`src/rtl/cr_timer_pkg.sv`:
```
package cr_timer_pkg;

    typedef enum logic [1:0] {
        ST_CAPT = 2'd0,
        ST_RUP  = 2'd1,
        ST_RUD  = 2'd2,
        ST_BAUD = 2'd3
    } tmr_state_e;

    localparam int ADDR_W = 3;

    localparam logic [ADDR_W-1:0] A_CTRL   = 3'd0;
    localparam logic [ADDR_W-1:0] A_MODEX  = 3'd1;
    localparam logic [ADDR_W-1:0] A_CNT_LO = 3'd2;
    localparam logic [ADDR_W-1:0] A_CNT_HI = 3'd3;
    localparam logic [ADDR_W-1:0] A_RLD_LO = 3'd4;
    localparam logic [ADDR_W-1:0] A_RLD_HI = 3'd5;

    localparam int B_RUN   = 0;
    localparam int B_SRC   = 1;
    localparam int B_TEN   = 2;
    localparam int B_RLD   = 3;
    localparam int B_BAUD  = 4;
    localparam int B_EXTF  = 6;
    localparam int B_OVFF  = 7;

    localparam int B_OEN   = 0;
    localparam int B_DIREN = 1;

endpackage

```
`src/rtl/cr_timer_edge.sv`:
```
module cr_timer_edge #(
    parameter int NPIN = 2
) (
    input  logic            clk,
    input  logic            rst_n,
    input  logic [NPIN-1:0] pin,
    output logic [NPIN-1:0] fall,
    output logic [NPIN-1:0] lvl
);

    for (genvar i = 0; i < NPIN; i++) begin : g_pin
        logic s_new;
        logic s_old;

        always_ff @(posedge clk or negedge rst_n) begin
            if (!rst_n) begin
                s_new <= 1'b1;
                s_old <= 1'b1;
            end else begin
                s_new <= pin[i];
                s_old <= s_new;
            end
        end

        assign fall[i] = s_old & ~s_new;
        assign lvl[i]  = s_new;


        trig_single_chk: assert property (@(posedge clk) disable iff (!rst_n)
            fall[i] |=> !fall[i]);
    end

endmodule

```
`src/rtl/cr_timer_prescale.sv`:
```
module cr_timer_prescale #(
    parameter int CYC_DIV = 12
) (
    input  logic clk,
    input  logic rst_n,
    input  logic clk_en,
    output logic st_tick,
    output logic cyc_tick
);

    localparam int CYC_W = (CYC_DIV > 1) ? $clog2(CYC_DIV) : 1;
    localparam logic [CYC_W-1:0] CYC_LAST = CYC_W'(CYC_DIV - 1);

    logic             ph_q;
    logic [CYC_W-1:0] cyc_q;

    always_ff @(posedge clk or negedge rst_n) begin
        if (!rst_n) begin
            ph_q  <= 1'b0;
            cyc_q <= '0;
        end else if (clk_en) begin
            ph_q  <= ~ph_q;
            cyc_q <= (cyc_q == CYC_LAST) ? '0 : cyc_q + 1'b1;
        end
    end

    assign st_tick  = clk_en & ph_q;
    assign cyc_tick = clk_en & (cyc_q == CYC_LAST);


    state_tick_chk: assert property (@(posedge clk) disable iff (!rst_n)
        st_tick |=> !st_tick);

endmodule

```
`src/rtl/cr_timer_core.sv`:
```
module cr_timer_core
    import cr_timer_pkg::*;
#(
    parameter int HALF_W = 8
) (
    input  logic                  clk,
    input  logic                  rst_n,
    input  logic                  run,
    input  logic                  ext_src,
    input  logic                  ext_en,
    input  logic                  reload_mode,
    input  logic                  baud_mode,
    input  logic                  dir_en,
    input  logic                  cnt_fall,
    input  logic                  trig_fall,
    input  logic                  trig_lvl,
    input  logic                  st_tick,
    input  logic                  cyc_tick,
    input  logic [3:0]            wr_byte,
    input  logic [HALF_W-1:0]     wdata,
    input  logic                  clr_ovf,
    input  logic                  clr_ext,
    output logic [2*HALF_W-1:0]   cnt,
    output logic [2*HALF_W-1:0]   rld,
    output logic                  flag_ovf,
    output logic                  flag_ext,
    output logic                  baud_tick,
    output logic                  updown
);

    localparam int CNT_W = 2 * HALF_W;
    localparam logic [CNT_W-1:0] CNT_MAX = '1;

    tmr_state_e st_q, st_d;

    logic [CNT_W-1:0] cnt_q, cnt_n, rld_q, rld_n;
    logic ovf_q, ext_q, btick_q;
    logic evt, ovf_set, ext_set, ext_tog, btick, wrap_evt;

    // state register
    always_ff @(posedge clk or negedge rst_n) begin
        if (!rst_n) st_q <= ST_CAPT;
        else        st_q <= st_d;
    end

    // next state
    always_comb begin
        st_d = st_q;
        unique case (st_q)
            ST_CAPT, ST_RUP, ST_RUD, ST_BAUD: begin
                if (baud_mode)                st_d = ST_BAUD;
                else if (reload_mode && dir_en) st_d = ST_RUD;
                else if (reload_mode)         st_d = ST_RUP;
                else                          st_d = ST_CAPT;
            end
            default: st_d = ST_CAPT;
        endcase
    end

    assign evt = run & (ext_src ? cnt_fall : ((st_q == ST_BAUD) ? st_tick : cyc_tick));

    // datapath by state
    always_comb begin
        cnt_n   = cnt_q;
        rld_n   = rld_q;
        ovf_set = 1'b0;
        ext_set = 1'b0;
        ext_tog = 1'b0;
        btick   = 1'b0;
        unique case (st_q)
            ST_CAPT: begin
                if (evt) begin
                    cnt_n = cnt_q + 1'b1;
                    if (cnt_q == CNT_MAX) ovf_set = 1'b1;
                end
                if (ext_en && trig_fall) begin
                    rld_n   = cnt_q;
                    ext_set = 1'b1;
                end
            end
            ST_RUP: begin
                if (ext_en && trig_fall) begin
                    cnt_n   = rld_q;
                    ext_set = 1'b1;
                end else if (evt) begin
                    if (cnt_q == CNT_MAX) begin
                        cnt_n   = rld_q;
                        ovf_set = 1'b1;
                    end else begin
                        cnt_n = cnt_q + 1'b1;
                    end
                end
            end
            ST_RUD: begin
                if (evt) begin
                    if (trig_lvl) begin
                        if (cnt_q == CNT_MAX) begin
                            cnt_n   = rld_q;
                            ovf_set = 1'b1;
                            ext_tog = 1'b1;
                        end else begin
                            cnt_n = cnt_q + 1'b1;
                        end
                    end else begin
                        if (cnt_q == rld_q) begin
                            cnt_n   = CNT_MAX;
                            ovf_set = 1'b1;
                            ext_tog = 1'b1;
                        end else begin
                            cnt_n = cnt_q - 1'b1;
                        end
                    end
                end
            end
            ST_BAUD: begin
                if (evt) begin
                    if (cnt_q == CNT_MAX) begin
                        cnt_n = rld_q;
                        btick = 1'b1;
                    end else begin
                        cnt_n = cnt_q + 1'b1;
                    end
                end
                if (ext_en && trig_fall) ext_set = 1'b1;
            end
            default: ;
        endcase
        for (int h = 0; h < 2; h++) begin
            if (wr_byte[h])     cnt_n[h*HALF_W +: HALF_W] = wdata;
            if (wr_byte[h + 2]) rld_n[h*HALF_W +: HALF_W] = wdata;
        end
    end

    assign wrap_evt = ovf_set | btick;

    always_ff @(posedge clk or negedge rst_n) begin
        if (!rst_n) begin
            cnt_q   <= '0;
            rld_q   <= '0;
            ovf_q   <= 1'b0;
            ext_q   <= 1'b0;
            btick_q <= 1'b0;
        end else begin
            cnt_q   <= cnt_n;
            rld_q   <= rld_n;
            btick_q <= btick;
            if (ovf_set)      ovf_q <= 1'b1;
            else if (clr_ovf) ovf_q <= 1'b0;
            if (ext_set)      ext_q <= 1'b1;
            else if (ext_tog) ext_q <= ~ext_q;
            else if (clr_ext) ext_q <= 1'b0;
        end
    end

    assign cnt       = cnt_q;
    assign rld       = rld_q;
    assign flag_ovf  = ovf_q;
    assign flag_ext  = ext_q;
    assign baud_tick = btick_q;
    assign updown    = (st_q == ST_RUD);


    ovf_src_chk: assert property (@(posedge clk) disable iff (!rst_n)
        $rose(flag_ovf) |-> $past(wrap_evt) && ($past(st_q) != ST_BAUD));


    ext_src_chk: assert property (@(posedge clk) disable iff (!rst_n)
        $rose(flag_ext) |-> $past(trig_fall) || $past(wrap_evt));


    halt_chk: assert property (@(posedge clk) disable iff (!rst_n)
        (!run && (wr_byte[1:0] == 2'b00) && !(ext_en && trig_fall)) |=> $stable(cnt_q));


    baud_state_chk: assert property (@(posedge clk) disable iff (!rst_n)
        baud_tick |-> $past(st_q) == ST_BAUD);

endmodule

```
`src/rtl/cr_timer.sv`:
```
module cr_timer
    import cr_timer_pkg::*;
#(
    parameter int HALF_W  = 8,
    parameter int CYC_DIV = 12
) (
    input  logic              clk,
    input  logic              rst_n,
    input  logic              clk_en,
    input  logic              cnt_pin,
    input  logic              trig_pin,
    input  logic              bus_wr,
    input  logic [ADDR_W-1:0] bus_addr,
    input  logic [HALF_W-1:0] bus_wdata,
    output logic [HALF_W-1:0] bus_rdata,
    output logic              flag_ovf,
    output logic              flag_ext,
    output logic              irq,
    output logic              baud_tick
);

    localparam int CNT_W = 2 * HALF_W;

    logic run_q, src_q, ten_q, rldm_q, baudm_q, oen_q, diren_q;
    logic [1:0] fall, lvl;
    logic st_tick, cyc_tick, updown;
    logic [3:0] wr_byte;
    logic [CNT_W-1:0] cnt, rld;
    logic wr_ctrl, wr_modex;

    assign wr_ctrl  = bus_wr && (bus_addr == A_CTRL);
    assign wr_modex = bus_wr && (bus_addr == A_MODEX);
    assign wr_byte  = {bus_wr && (bus_addr == A_RLD_HI), bus_wr && (bus_addr == A_RLD_LO),
                       bus_wr && (bus_addr == A_CNT_HI), bus_wr && (bus_addr == A_CNT_LO)};

    always_ff @(posedge clk or negedge rst_n) begin
        if (!rst_n) begin
            run_q   <= 1'b0;
            src_q   <= 1'b0;
            ten_q   <= 1'b0;
            rldm_q  <= 1'b0;
            baudm_q <= 1'b0;
            oen_q   <= 1'b0;
            diren_q <= 1'b0;
        end else begin
            if (wr_ctrl) begin
                run_q   <= bus_wdata[B_RUN];
                src_q   <= bus_wdata[B_SRC];
                ten_q   <= bus_wdata[B_TEN];
                rldm_q  <= bus_wdata[B_RLD];
                baudm_q <= bus_wdata[B_BAUD];
            end
            if (wr_modex) begin
                oen_q   <= bus_wdata[B_OEN];
                diren_q <= bus_wdata[B_DIREN];
            end
        end
    end

    cr_timer_edge #(.NPIN(2)) u_edge (
        .clk  (clk),
        .rst_n(rst_n),
        .pin  ({trig_pin, cnt_pin}),
        .fall (fall),
        .lvl  (lvl)
    );

    cr_timer_prescale #(.CYC_DIV(CYC_DIV)) u_pre (
        .clk     (clk),
        .rst_n   (rst_n),
        .clk_en  (clk_en),
        .st_tick (st_tick),
        .cyc_tick(cyc_tick)
    );

    cr_timer_core #(.HALF_W(HALF_W)) u_core (
        .clk        (clk),
        .rst_n      (rst_n),
        .run        (run_q),
        .ext_src    (src_q),
        .ext_en     (ten_q),
        .reload_mode(rldm_q),
        .baud_mode  (baudm_q),
        .dir_en     (diren_q),
        .cnt_fall   (fall[0]),
        .trig_fall  (fall[1]),
        .trig_lvl   (lvl[1]),
        .st_tick    (st_tick),
        .cyc_tick   (cyc_tick),
        .wr_byte    (wr_byte),
        .wdata      (bus_wdata),
        .clr_ovf    (wr_ctrl && !bus_wdata[B_OVFF]),
        .clr_ext    (wr_ctrl && !bus_wdata[B_EXTF]),
        .cnt        (cnt),
        .rld        (rld),
        .flag_ovf   (flag_ovf),
        .flag_ext   (flag_ext),
        .baud_tick  (baud_tick),
        .updown     (updown)
    );

    assign irq = flag_ovf | (flag_ext & ~updown);

    always_comb begin
        bus_rdata = '0;
        unique case (bus_addr)
            A_CTRL: begin
                bus_rdata[B_RUN]  = run_q;
                bus_rdata[B_SRC]  = src_q;
                bus_rdata[B_TEN]  = ten_q;
                bus_rdata[B_RLD]  = rldm_q;
                bus_rdata[B_BAUD] = baudm_q;
                bus_rdata[B_EXTF] = flag_ext;
                bus_rdata[B_OVFF] = flag_ovf;
            end
            A_MODEX: begin
                bus_rdata[B_OEN]   = oen_q;
                bus_rdata[B_DIREN] = diren_q;
            end
            A_CNT_LO: bus_rdata = cnt[HALF_W-1:0];
            A_CNT_HI: bus_rdata = cnt[CNT_W-1:HALF_W];
            A_RLD_LO: bus_rdata = rld[HALF_W-1:0];
            A_RLD_HI: bus_rdata = rld[CNT_W-1:HALF_W];
            default:  bus_rdata = '0;
        endcase
    end


    irq_flag_chk: assert property (@(posedge clk) disable iff (!rst_n)
        irq |-> flag_ovf || flag_ext);

endmodule

```
`config.mk`:
```
export PLATFORM = sky130hd
export DESIGN_NAME = cr_timer
export DESIGN_NICKNAME = d
export VERILOG_FILES = /design/src/rtl/cr_timer_pkg.sv /design/src/rtl/cr_timer_edge.sv /design/src/rtl/cr_timer_prescale.sv /design/src/rtl/cr_timer_core.sv /design/src/rtl/cr_timer.sv
export SDC_FILE = /design/constraint.sdc
export NUM_CORES = 1
export LEC_CHECK = 0
export BUFFER_PORTS_ARGS = -buffer_cell sky130_fd_sc_hd__buf_2
export CORE_MARGIN = 4
export CORE_UTILIZATION = 40
export CTS_CLUSTER_DIAMETER = 50
export DETAILED_ROUTE_END_ITERATION = 6
export MAX_ROUTING_LAYER = met4
export SYNTH_ARGS = -nofsm -noshare
export SYNTH_HDL_FRONTEND = slang
export SYNTH_SLANG_ARGS = --single-unit
export TNS_END_PERCENT = 50
```
`constraint.sdc`:
```
create_clock -name clk -period 2.15 [get_ports clk]
set_input_delay 0.1075 -clock clk [delete_from_list [all_inputs] [get_ports clk]]
set_output_delay 0.1075 -clock clk [all_outputs]
set_load 0.005 [all_outputs]
```
Word level (Yosys, flattened, before mapping)
Cells that the tools add are included.
W data, S select, Z words.
{"block": "word_totals", "inputBits": 17, "register_bits": 53}
{"block": "op_classes", "bitwise_logic": 12, "muxes": 41, "n_reduce_logical": 26, "n_eq_ne": 15, "add_sub_neg": 3}
{"operator": "$mux W16", "count": 9}
{"operator": "$pmux W16 S4", "count": 1}
{"operator": "$mux W8", "count": 4}
{"operator": "$mux W1", "count": 18}
{"operator": "$add A16 B1 Y16 const B", "count": 1}
{"operator": "$eq A16 B16 Y1", "count": 1}
{"operator": "$eq A16 B16 Y1 const B", "count": 1}
{"operator": "$sub A16 B1 Y16 const B", "count": 1}
{"operator": "$pmux W3 S5", "count": 1}
{"operator": "$ne A3 B1 Y1 const B", "count": 4}
{"operator": "$pmux W2 S6", "count": 1}
{"operator": "$logic_and A1 B1 Y1", "count": 10}
{"operator": "$pmux W2 S5", "count": 1}
{"operator": "$reduce_bool A2 Y1", "count": 5}
{"operator": "$reduce_and A2 Y1", "count": 4}
{"operator": "$and A1 B1 Y1", "count": 6}
{"operator": "$eq A3 B2 Y1 const B", "count": 2}
{"operator": "$eq A3 B3 Y1 const B", "count": 2}
{"operator": "$mux W2", "count": 3}
{"operator": "$not A1 Y1", "count": 5}
{"operator": "$add A4 B1 Y4 const B", "count": 1}
{"operator": "$eq A2 B2 Y1 const B", "count": 2}
{"operator": "$eq A4 B4 Y1 const B", "count": 1}
{"operator": "$mux W4", "count": 1}
{"operator": "11 further kinds", "count": 12}

Depth between registers and ports, before layout
{"block": "depth", "ltp_word": 9, "ltp_mapped": 8, "mapped_depth_nobuf": 7}

By module
A second synthesis with hierarchy kept.
{"block": "hier_totals", "hier_cells": 609, "area_unflattened_um2": 4895.9}
{"module": "cr_timer_core", "n_inst": 1, "cells_each": 504, "area_per_inst_um2": 3806.2}
{"module": "cr_timer", "n_inst": 1, "cells_each": 74, "area_per_inst_um2": 685.7}
{"module": "cr_timer_prescale", "n_inst": 1, "cells_each": 23, "area_per_inst_um2": 256.5}
{"module": "cr_timer_edge", "n_inst": 1, "cells_each": 8, "area_per_inst_um2": 147.6}

Least setup slack after synthesis
No wires, ideal clock.
{"block": "synth_timing", "path_type": "reg2reg", "startpoint": "register u_core.cnt_q[1], in the netlist u_core.cnt[1]", "endpoint": "register u_core.ext_q, in the netlist u_core.flag_ext", "t_arrival_ns": 2.005, "path_slack_ns": 0.019, "n_path_buf": 1, "path_stages_with_launch": 8, "setup_time_ns": 0.126, "path_cell_list": "dfrtp_1 buf_6 xor2_1 nor4_4 nand4_4 mux2_4 o32a_1 a221o_1"}
{"block": "synth_via", "elab_chain_len": 7}
{"element": "from (decl)", "line": "cr_timer_core.sv:36", "text": "logic [CNT_W-1:0] cnt_q, cnt_n, rld_q, rld_n;"}
{"element": "from (signal assigned)", "line": "cr_timer_core.sv:144", "text": "cnt_q <= cnt_n;"}
{"element": "$eq A16 B16 Y1, on equally long branches", "line": "cr_timer_core.sv:105, cr_timer_core.sv:97"}
{"element": "$mux W1, on equally long branches", "line": "cr_timer_core.sv:105, cr_timer_core.sv:97"}
{"element": "$mux W1 (*)", "line": "cr_timer_core.sv:96", "text": "if (trig_lvl) begin"}
{"element": "$mux W1 (*)", "line": "cr_timer_core.sv:95", "text": "if (evt) begin"}
{"element": "$mux W1 (*)", "line": "cr_timer_core.sv:70", "text": "unique case (st_q)"}
{"element": "$mux W1", "line": "cr_timer_core.sv:150", "text": "else if (ext_tog) ext_q <= ~ext_q;"}
{"element": "$mux W1", "line": "cr_timer_core.sv:149", "text": "if (ext_set) ext_q <= 1'b1;"}
{"element": "to (signal assigned)", "line": "cr_timer_core.sv:150"}
{"element": "to (decl)", "line": "cr_timer_core.sv:37", "text": "logic ovf_q, ext_q, btick_q;"}
Every way passes the cells marked *; elsewhere a longest branch is shown, timed or not.
A chain may end at the register's enable or synchronous reset.

Worst setup path after layout
{"block": "layout_timing", "startpoint": "register u_core.cnt_q[4], in the netlist u_core.cnt[4]", "endpoint": "register u_core.ext_q, in the netlist u_core.flag_ext"}
The elaborated chain is that of the path after synthesis.

==> summary.md <==
| Metric | Value |
|---|---|
| Status | `finished, violations left` |
| Violated checks | `negative setup slack` |
| CTS H-Tree Depth | `2` |
| Clock Latency Late Sink | `0.32 ns` |
| WL/cell | `about 24 um` |
| Peak supply drop | `between 600 and 700 uV` |
| First-pass iteration count of the detailed router | `5` |
| Post-Route WL | `about 21 mm` |
| Final Worst Setup Slack | `-0.0251 ns` |
| Startpoint types | `flip-flop` |
| FMAX | `~0.46 GHz` |
| Starting density of the core | `0.414` |
| Total grt overflow | `0` |
| CP endpoint kind | `flip-flop` |
| Reg area | `~1300 sq um` |
| Combinational family with the most area after synthesis | `simple AND/OR/NAND/NOR gates` |
| Most common cell after layout, fill and taps aside | `buf_4` |
| RSZ-0062 raised after global routing | `yes` |
| Synth Instances | `about 600` |
| Crit path cell chain | `xor2_1 > nor4_2 > nand4_4 > mux2_4 > o32a_1 > a221o_1` |
| Clk buf depth | `2` |
| Min-Delay Path Class | `in2reg` |
| Dpl ws | `-0.112 ns` |
| Most frequent cells in the layout | `buf_4, nand2_1, a21oi_1` |
| Reg2reg path depth | `6` |
| Static Leakage | `between 2 and 3 nW` |
| Layout Nets | `758` |
| Share of Yosys cell area claimed by the top area cell type | `0.256` |
| Die height | `117 um` |
| Clock slew at reported path FFs | `around 0.08 ns` |
| DRC violations left | `0` |
| Final RePlAce weighted congestion | `between 1 and 1.5` |
| Placed wire-length estimate | `between 15 and 20 mm` |
| Worst path max stage delay | `0.50 ns` |
| Global-route usage over all layers | `0.306` |
| Final setup fails | `1` |
| Cell Area, Synth | `approximately 4800 sq um` |
| Max stage delay cell, worst path | `dfrtp_2` |
| DRT iter0 DRCs | `~700` |
| Top FF cell, synth | `dfrtp_1` |
| Synth warn | `0` |
| Layout cells sized above 1 | `0.338` |
| Total number of vias | `5570` |
| Ant. Diodes | `0` |
| Synth Area in XOR/XNOR | `0.0659` |
| Synth Area in Compound Gates | `0.250` |
| CTS buffer count | `5` |
| Adder-cell share of the synthesized area | `0.00785` |
| Synth area leader | `dfrtp_1` |
| Vias in the first global route | `between 5000 and 6000` |
| Syn Area/Cell | `8.04 sq um` |
| Post-DR vias/cell | `6.32` |
| Critical Path AT | `2.38 ns` |
| CP Class | `reg2reg` |
| Finished Core Util | `0.552` |
| Max FO, Critical Path | `5` |
| CTS root buffer | `clkbuf_16` |
| Synthesized flop and latch total | `53` |
| Min cycle time layout | `between 2 and 2.5 ns` |
| Final ANT Viol Nets | `0` |
| Core box area | `11600 sq um` |
| Multiplexer area fraction after synthesis | `0.0908` |
| Worst EP required | `2.36 ns` |
| Simple-Gate Fraction of Synth Area | `0.252` |
| Final Non-Filler Cells | `slightly below 900` |
| Worst slew margin relative to its limit | `0.560` |
| # fillers | `around 1100` |
| Final hold viol count | `0` |
| Post-synth EDFFs | `0` |
| Worst Tran Pin Value | `roughly 0.66 ns` |
| Largest net degree at the start of global routing | `34` |
| Register area share after synthesis | `0.278` |
| Max-cap violations | `0` |
| Placed Cells incl. Taps | `863` |
| Crit share post-route | `1.01` |
| Layout Area Growth over Synthesis | `33.6%` |
| Asr flop ratio synth | `1.00` |
| FP Rows | `39` |
| Antenna violations before repair | `0` |
| Final instance area | `~6400 sq um` |
| Die width | `about 120 um` |
| PD cells | `approximately 1200 nW/um^2` |
| Placement Cell Area | `roughly 6000 sq um` |
| I/O Buffers | `28` |
| Netlist cell types | `77` |
| Clock sinks | `53` |
| Setup TNS | `-0.0251 ns` |
| Global-route wire length before repair | `around 32 mm` |
| DIE AREA | `around 14000 sq um` |
| Total power | `a little under 8 mW` |
| Net count after synthesis | `slightly above 600` |
| Synth area leaders | `dfrtp_1, mux2i_1, nand2_1` |
| Slew Viols, Final | `0` |
| Setup Skew | `0.00941 ns` |
| WHS | `0.0852 ns` |
| CTS tree | `yes` |
| I/O Pins | `29` |
| Footprint of the multi-input gates | `between 3000 and 4000 sq um` |
| Hold Path Stages | `3` |
## area by class of cell
cell class / instances / area share
flip-flops and latches: 53 / 0.210
clock inverters: 3 / 0.00744
well taps: 143 / 0.0280
inverters: 12 / 0.00705
repair buffers: 183 / 0.212
clock buffers: 5 / 0.0196
multi-input cells: 483 / 0.516
## critical path, delay by kind of cell, from the launching register on
kind	cells	cell delay (ns)
AO/OA/AOI/OAI	2	0.57
XOR/XNOR	1	0.19
flip-flops	1	0.50
multiplexers	1	0.29
AND/OR/NAND/NOR	2	0.52
## cell families (layout without fill, tap and decap cells)
kind of cell | Yosys count | after routing
buffers and inverters | 59 | 203
flip-flops | 53 | 53
AO/OA/AOI/OAI | 181 | 181
AND/OR/NAND/NOR | 223 | 223
adder cells (fa/ha/maj) | 3 | 3
multiplexers | 40 | 40
XOR/XNOR | 36 | 36
## synthesized netlist by cell type, types with 7 or more instances
cell / instances
a21oi_1: 44
a22oi_1: 9
a31oi_1: 10
buf_2: 8
clkbuf_1: 29
dfrtp_1: 49
inv_1: 10
mux2_2: 13
mux2i_1: 25
nand2_1: 66
nand2b_1: 7
nand3_1: 37
nand4_1: 11
nor2_1: 39
nor3_1: 19
o211ai_1: 10
o21ai_0: 36
o221ai_1: 9
o22ai_1: 11
xnor2_1: 12
xor2_1: 24
## per-layer routing
layer	share of wire	wire [um]	track usage	vias to the layer above
met4	0.035	751	0.123	0
met5	0	0	-	-
met2	0.44	9260	0.450	345
li1	-	-	-	2517
met1	0.43	9080	0.417	2649
met3	0.10	2140	0.0582	59
## report_power, final
part / leakage, nW / internal (mW) / switching [mW]
combinational: 1.96 / 2.20 / 2.66
sequential: 0.623 / 1.37 / 0.486
clock: 0.0848 / 0.561 / 0.463
## path summary, 6_finish.rpt
kind                                  startpoint                     to  slack (ns)
setup / recovery                   u_core.cnt[4]        u_core.flag_ext       -0.03
hold / removal                      bus_wdata[5]          u_core.rld[5]        0.09
setup reg to reg                   u_core.cnt[4]        u_core.flag_ext       -0.03
hold reg to reg            u_edge.g_pin[0].s_new  u_edge.g_pin[0].s_old        0.37
max in group asynchronous                  rst_n  u_edge.g_pin[1].s_old        1.19
min in group asynchronous                  rst_n         u_core.rld[15]        0.30
## registers in the layout (all words and copies together) (netlist names)
name                flops
u_core.cnt             16
u_core.rld             16
u_pre.cyc_q             4
u_core.st_q             2
u_edge.g_pin.s_new      2
u_edge.g_pin.s_old      2
baudm_q                 1
diren_q                 1
oen_q                   1
rldm_q                  1
run_q                   1
src_q                   1
ten_q                   1
u_core.baud_tick        1
u_core.flag_ext         1
u_core.flag_ovf         1
u_pre.ph_q              1
## repair_timing
| action | in CTS | in global routing |
|---|---|---|
| pin swaps | 1 | 5 |
| gates resized for setup | 4 | 26 |
| endpoints found under the hold margin | 22 | 0 |
| hold buffers | 3 | 0 |
| buffers inserted | 3 | 5 |
| setup endpoints to repair | 9 | 18 |
Power figures use the tool's default switching activity.
